--- config.mk ---
export PLATFORM = sky130hd
export DESIGN_NAME = segcarry_top
export DESIGN_NICKNAME = d
export VERILOG_FILES = /design/src/rtl/segcarry_pkg.sv /design/src/rtl/seg_offset_adder.sv /design/src/rtl/seg_carry_flags.sv /design/src/rtl/segcarry_top.sv
export SDC_FILE = /design/constraint.sdc
export NUM_CORES = 1
export LEC_CHECK = 0
export BUFFER_PORTS_ARGS = -buffer_cell sky130_fd_sc_hd__buf_4
export CORE_AREA = 2 2 49 51
export CTS_CLUSTER_DIAMETER = 60
export CTS_CLUSTER_SIZE = 28
export DETAILED_ROUTE_END_ITERATION = 8
export DIE_AREA = 0 0 51 53
export GPL_ROUTABILITY_DRIVEN = 0
export GPL_TIMING_DRIVEN = 0
export PLACE_DENSITY = 0.77
export SLEW_MARGIN = 10
export SYNTH_ARGS = -nofsm -noshare
export SYNTH_HDL_FRONTEND = slang
export SYNTH_SLANG_ARGS = --single-unit
--- constraint.sdc ---
create_clock -name clk -period 3.6 [get_ports clk]
set_input_delay 0.72 -clock clk [delete_from_list [all_inputs] [get_ports clk]]
set_output_delay 0.72 -clock clk [all_outputs]
set_load 0.02 [all_outputs]
--- src/rtl/segcarry_pkg.sv ---
package segcarry_pkg;

    localparam int SEG_CODE  = 0;
    localparam int SEG_STACK = 1;

    typedef struct packed {
        logic up;
        logic down;
    } wrap_t;

endpackage

--- src/rtl/seg_offset_adder.sv ---
module seg_offset_adder
    import segcarry_pkg::*;
#(
    parameter int W = 8
) (
    input  logic         carry_en,
    input  logic [W-1:0] offset_in,
    input  logic [W-1:0] segment_in,
    input  logic [W-1:0] addend,
    output logic [W-1:0] offset_out,
    output logic [W-1:0] segment_out
);

    localparam int SUM_W = W + 1;

    logic [SUM_W-1:0] raw_sum;
    wrap_t            wrap;

    assign raw_sum = {1'b0, offset_in} + {1'b0, addend};

    always_comb begin
        // unsigned carry out with a non-negative step means overflow;
        // no carry out with a negative step means the result went below zero
        wrap.up     = ~addend[W-1] &  raw_sum[W];
        wrap.down   =  addend[W-1] & ~raw_sum[W];
        offset_out  = raw_sum[W-1:0];
        segment_out = segment_in;
        if (carry_en && wrap.up) begin
            segment_out = segment_in + W'(1);
        end else if (carry_en && wrap.down) begin
            segment_out = segment_in - W'(1);
        end
    end

endmodule

--- src/rtl/seg_carry_flags.sv ---
module seg_carry_flags #(
    parameter int              NSEG        = 2,
    parameter int              SEL_W       = 1,
    parameter logic [NSEG-1:0] RESET_FLAGS = 2'b01
) (
    input  logic             clk,
    input  logic             rst_n,
    input  logic             cfg_set,
    input  logic             cfg_clr,
    input  logic [SEL_W-1:0] cfg_sel,
    output logic [NSEG-1:0]  flags_q
);

    typedef struct packed {
        logic [NSEG-1:0] en;
    } flag_state_t;

    flag_state_t state_d;
    flag_state_t state_q;
    logic [NSEG-1:0] hit;

    for (genvar g = 0; g < NSEG; g++) begin : g_hit
        assign hit[g] = (cfg_sel == SEL_W'(g));
    end

    always_comb begin
        state_d = state_q;
        for (int i = 0; i < NSEG; i++) begin
            if (hit[i] && cfg_clr) begin
                state_d.en[i] = 1'b0;
            end else if (hit[i] && cfg_set) begin
                state_d.en[i] = 1'b1;
            end
        end
    end

    always_ff @(posedge clk or negedge rst_n) begin
        if (!rst_n) begin
            state_q.en <= RESET_FLAGS;
        end else begin
            state_q <= state_d;
        end
    end

    assign flags_q = state_q.en;

    // flags hold reset values one edge after reset was seen low
    a_r7_reset_value: assert property (@(posedge clk)
        !rst_n |=> flags_q == RESET_FLAGS);

    // a set without a clear turns the selected flag on
    a_r8_set: assert property (@(posedge clk) disable iff (!rst_n)
        (cfg_set && !cfg_clr) |=> flags_q[$past(cfg_sel)]);

    // a clear always turns the selected flag off
    a_r9_clear: assert property (@(posedge clk) disable iff (!rst_n)
        cfg_clr |=> !flags_q[$past(cfg_sel)]);

    // with no strobe the flags keep their value
    a_r10_hold: assert property (@(posedge clk) disable iff (!rst_n)
        (!cfg_set && !cfg_clr) |=> $stable(flags_q));

endmodule

--- src/rtl/segcarry_top.sv ---
module segcarry_top #(
    parameter int              W           = 8,
    parameter int              NSEG        = 2,
    parameter logic [NSEG-1:0] RESET_FLAGS = 2'b01,
    localparam int             SEL_W       = (NSEG > 1) ? $clog2(NSEG) : 1,
    localparam int             ADDR_W      = 2 * W
) (
    input  logic              clk,
    input  logic              rst_n,
    input  logic              cfg_set,
    input  logic              cfg_clr,
    input  logic [SEL_W-1:0]  cfg_sel,
    input  logic [SEL_W-1:0]  add_sel,
    input  logic [W-1:0]      offset_in,
    input  logic [W-1:0]      segment_in,
    input  logic [W-1:0]      addend,
    output logic [W-1:0]      offset_out,
    output logic [W-1:0]      segment_out,
    output logic [ADDR_W-1:0] addr_out,
    output logic              carry_on,
    output logic [NSEG-1:0]   carry_flags
);

    seg_carry_flags #(
        .NSEG        (NSEG),
        .SEL_W       (SEL_W),
        .RESET_FLAGS (RESET_FLAGS)
    ) u_flags (
        .clk     (clk),
        .rst_n   (rst_n),
        .cfg_set (cfg_set),
        .cfg_clr (cfg_clr),
        .cfg_sel (cfg_sel),
        .flags_q (carry_flags)
    );

    assign carry_on = carry_flags[add_sel];

    seg_offset_adder #(
        .W (W)
    ) u_adder (
        .carry_en    (carry_on),
        .offset_in   (offset_in),
        .segment_in  (segment_in),
        .addend      (addend),
        .offset_out  (offset_out),
        .segment_out (segment_out)
    );

    assign addr_out = {segment_out, offset_out};

    // offset moves by the signed step, modulo 2**W
    a_r1_offset_step: assert property (@(posedge clk) disable iff (!rst_n)
        W'(offset_out - offset_in) == addend);

    // upward wrap with carry on bumps the segment
    a_r2_carry_up: assert property (@(posedge clk) disable iff (!rst_n)
        (carry_on && !addend[W-1] && offset_out < offset_in)
        |-> segment_out == W'(segment_in + W'(1)));

    // downward wrap with carry on drops the segment
    a_r3_borrow_down: assert property (@(posedge clk) disable iff (!rst_n)
        (carry_on && addend[W-1] && offset_out > offset_in)
        |-> segment_out == W'(segment_in - W'(1)));

    // the segment never moves by more than one
    a_r4_single_step: assert property (@(posedge clk) disable iff (!rst_n)
        (segment_out == segment_in) ||
        (segment_out == W'(segment_in + W'(1))) ||
        (segment_out == W'(segment_in - W'(1))));

    // carry off leaves the segment alone
    a_r5_carry_off: assert property (@(posedge clk) disable iff (!rst_n)
        !carry_on |-> segment_out == segment_in);

    // address joins segment above offset
    a_r11_address: assert property (@(posedge clk) disable iff (!rst_n)
        addr_out[ADDR_W-1:W] == segment_out && addr_out[W-1:0] == offset_out);

endmodule

==> summary.md <==
| Metric | Value |
|---|---|
| PortBufs | 63 |
| Post-synth top area share | 15.65% |
| Drt drc | 0 |
| Switch Pwr | 192.0 uW |
| Adder-Cell Fraction of Synth Area | 18.15% |
| Max-slew violations | 0 |
| Synth Area in Compound Gates | 26.13% |
| Sequential-to-total area share from yosys stat | 6.416% |
| Row count | 17 |
| Total clock sinks | 2 |
| Max reg flops | 2 |
| Synth top area cells | ha_1 (16%), buf_4 (15%), xnor2_1 (9.9%), a21oi_1 (6.3%), nand2_1 (4.7%) |
| #FFs+latches synth | 2 |
| Hold buffer count at cts | 0 |
| Combinational share of power | 80.4% |
| P_int | 233.9 uW |
| Most used DFF post-synth | dfstp_2 |
| Max cap viols | 0 |
| Maximum vdd drop | 0.0002733 V |
| Clock transition at path regs | 0.03 ns |
| Setup CP Type | in -> out |
| Fin crit share | 98.25% |
| Area grow syn2layout | 81.38% |
| List of most frequent post-synthesis cells | buf_4 (16), a21oi_1 (10), ha_1 (10), nand2_1 (10), xnor2_1 (9) |
| Count leader, synth | buf_4 |
| Max-slew headroom | 73.70% |
| Cts bufs inserted | 3 |
| Worst-path maximum fanout | 7 |
| WP data arrival | 2.82 ns |
| PwrDens | 293.7 nW/um^2 |
| Req. time, crit path | 2.88 ns |
| DRT iter0 DRCs | 19 |
| Maximum number of pins on one net before global-route repair | 9 |
| Post-synth EDFFs | 0 |
| CTS tree | built |
| First-pass GRT wire length | 3829 um |
| Pleak | 0.0007252 uW |
| Area leader, netlist | ha_1 |
| Post-DP HPWL | 2093 um |
| Cell variety after synth | 32 |
| Xor and xnor fraction of the mapped netlist area | 14.24% |
| Final hold vios | 0 |
| Simple-Gate Fraction of Synth Area | 15.81% |
| Diodes inserted | 0 |
| Clock insertion delay at the later pin of the skew report | 0.22 ns |
| Overall Global Routing Usage | 18.48% |
| Fill count | 174 |
| Sequential power share | 6.7% |
| Final std cells w/o fill | 204 |
| Multiplexer share of the synthesized area | 1.252% |
| Worst hold path class | in -> async |
| GRT overflow | 0 |
| Share of flip-flops with an asynchronous set or reset | 100.0% |
| Status | finished, final reports clean |
| Drt wl/cell | 12.59 um |
| Initial antenna violation count | 0 |
| CTS max path bufs | 2 |
| Least-Margin Pin Slew | 0.3945 ns |
| Cells after synthesis | 105 |
| Flop-to-flop setup slack | 2.83 ns |
| CTS root buffer | clkbuf_4 |
| Nets | 218 |
| Final setup violation count | 0 |
| Starting Density | 37.22% |
| Horiz. Die Dim | 51 um |
| Synth Net Count | 146 |
| Total power | 425.9 uW |
| Area of the core | 2148 um^2 |
| Via density | 4.990 |
| Fin crit period | 3.537 ns |
| Final WL | 2569 um |
| Routed Antenna Nets | 0 |
| Layout cells sized above 1 | 60.23% |
| Final Skew | 0 ns |
| # IOs | 65 |
| F_max | 0.2827 GHz |
| Die area | 2703 um^2 |
| Clk pwr share | 12.9% |
| Largest family of logic cells by synthesized area | compound AO/OA/AOI/OAI gates |
| Hold Worst Slack | 0.2651 ns |
| Initial DRT Pass Iterations | 4 |
| Vias in the first global route | 902 |
| Switching share of power | 45.09% |
| Routed vias | 1,018 |
| Worst setup EP type | output pin |
| Cell area after synthesis | 799.5 um^2 |
| Die Y | 53 um |
| H-tree depth | 1 |
| Cells after DPL | 196 |
| Syn_area_per_cell | 7.614 um^2 |
| Startpoint Class | primary input |
| Synth Warn # | 0 |
kinds of logic (layout without fill, tap and decap cells):
family,Yosys count,count (layout)
AND/OR/NAND/NOR,27,27
AO/OA/AOI/OAI,29,29
adder cells (fa/ha/maj),11,11
multiplexers,1,1
buffers and inverters,22,93
flip-flops,2,2
XOR/XNOR,13,13
critical path, stage by stage:
cell,delay [ns]
buf_4,0.11
ha_2,0.19
fa_2,0.39
a211oi_4,0.29
o211ai_4,0.17
a21o_4,0.28
o32ai_4,0.24
xor2_2,0.18
buf_4,0.12
buf_4,0.12
placed cells by master (no fill, tap or decap), types with 2 or more instances in the layout:
cell	n
nor2_1	7
o21ai_0	3
inv_1	5
nor4_1	2
xor2_1	3
clkbuf_4	3
xnor2_2	2
nand2_1	10
nand3_1	5
and4_2	2
buf_4	83
ha_1	9
a21oi_1	9
xnor2_1	7
through the flow:
stage,cell area [um^2],util (%),worst slack (ns),setup TNS (ns)
2_1_floorplan,814.5,-,0.06463,0
5_1_grt,1450,67.50,-0.01139,-0.01673
3_3_place_gp,1323,61.56,-0.05277,-0.1452
6_report,1450,67.50,0.06283,0
3_5_place_dp,1323,61.56,-0.1080,-0.3491
4_1_cts,1370,63.77,0.01141,0
timing repair:
action                                  4_1_cts  5_1_grt
pin swaps                                     2        7
endpoints found under the setup margin        7       12
buffers inserted                              1        3
hold endpoints to repair                      0        0
gates resized for setup                       2       12
layout make-up:
type	count	area [um^2]	area share, %
Multi-Input combinational cell	81	690.7	47.63
Timing Repair Buffer	67	503.0	34.69
Buffer	17	125.1	8.628
Sequential cell	2	51.30	3.538
Tap cell	28	35.03	2.416
Clock buffer	4	26.28	1.812
Inverter	5	18.77	1.294
layer usage:
metal | GRT usage (%) | wire length (um) | vias up
li1 | - | - | 508
met1 | 21.47 | 976 | 462
met2 | 34.20 | 1385 | 46
met3 | 3.390 | 195 | 2
met4 | 5.405 | 12 | 0
met5 | 0 | 0 | -
final timing paths:
path	start	to	cells past startpoint
hold reg to reg	u_flags.flags_q[0]$_DFFE_PN1P_	u_flags.flags_q[0]$_DFFE_PN1P_	2
hold / removal	rst_n	u_flags.flags_q[1]$_DFFE_PN0P_	1
setup / recovery	offset_in[0]	segment_out[3]	10
setup reg to reg	u_flags.flags_q[0]$_DFFE_PN1P_	u_flags.flags_q[0]$_DFFE_PN1P_	2
max in group asynchronous	rst_n	u_flags.flags_q[0]$_DFFE_PN1P_	1
min in group clk	u_flags.flags_q[0]$_DFFE_PN1P_	u_flags.flags_q[0]$_DFFE_PN1P_	2
power by group through the flow:
stage	Combinational (uW)	Clock [uW]	Sequential, uW
floorplan	191	0	31.5
global placement	315	0	28.5
detailed placement	321	0	28.6
CTS	326	58.4	28.4
global route	365	60.7	28.9
finish	342	55.1	28.4
No activity file was read; power rests on OpenSTA's default activity.
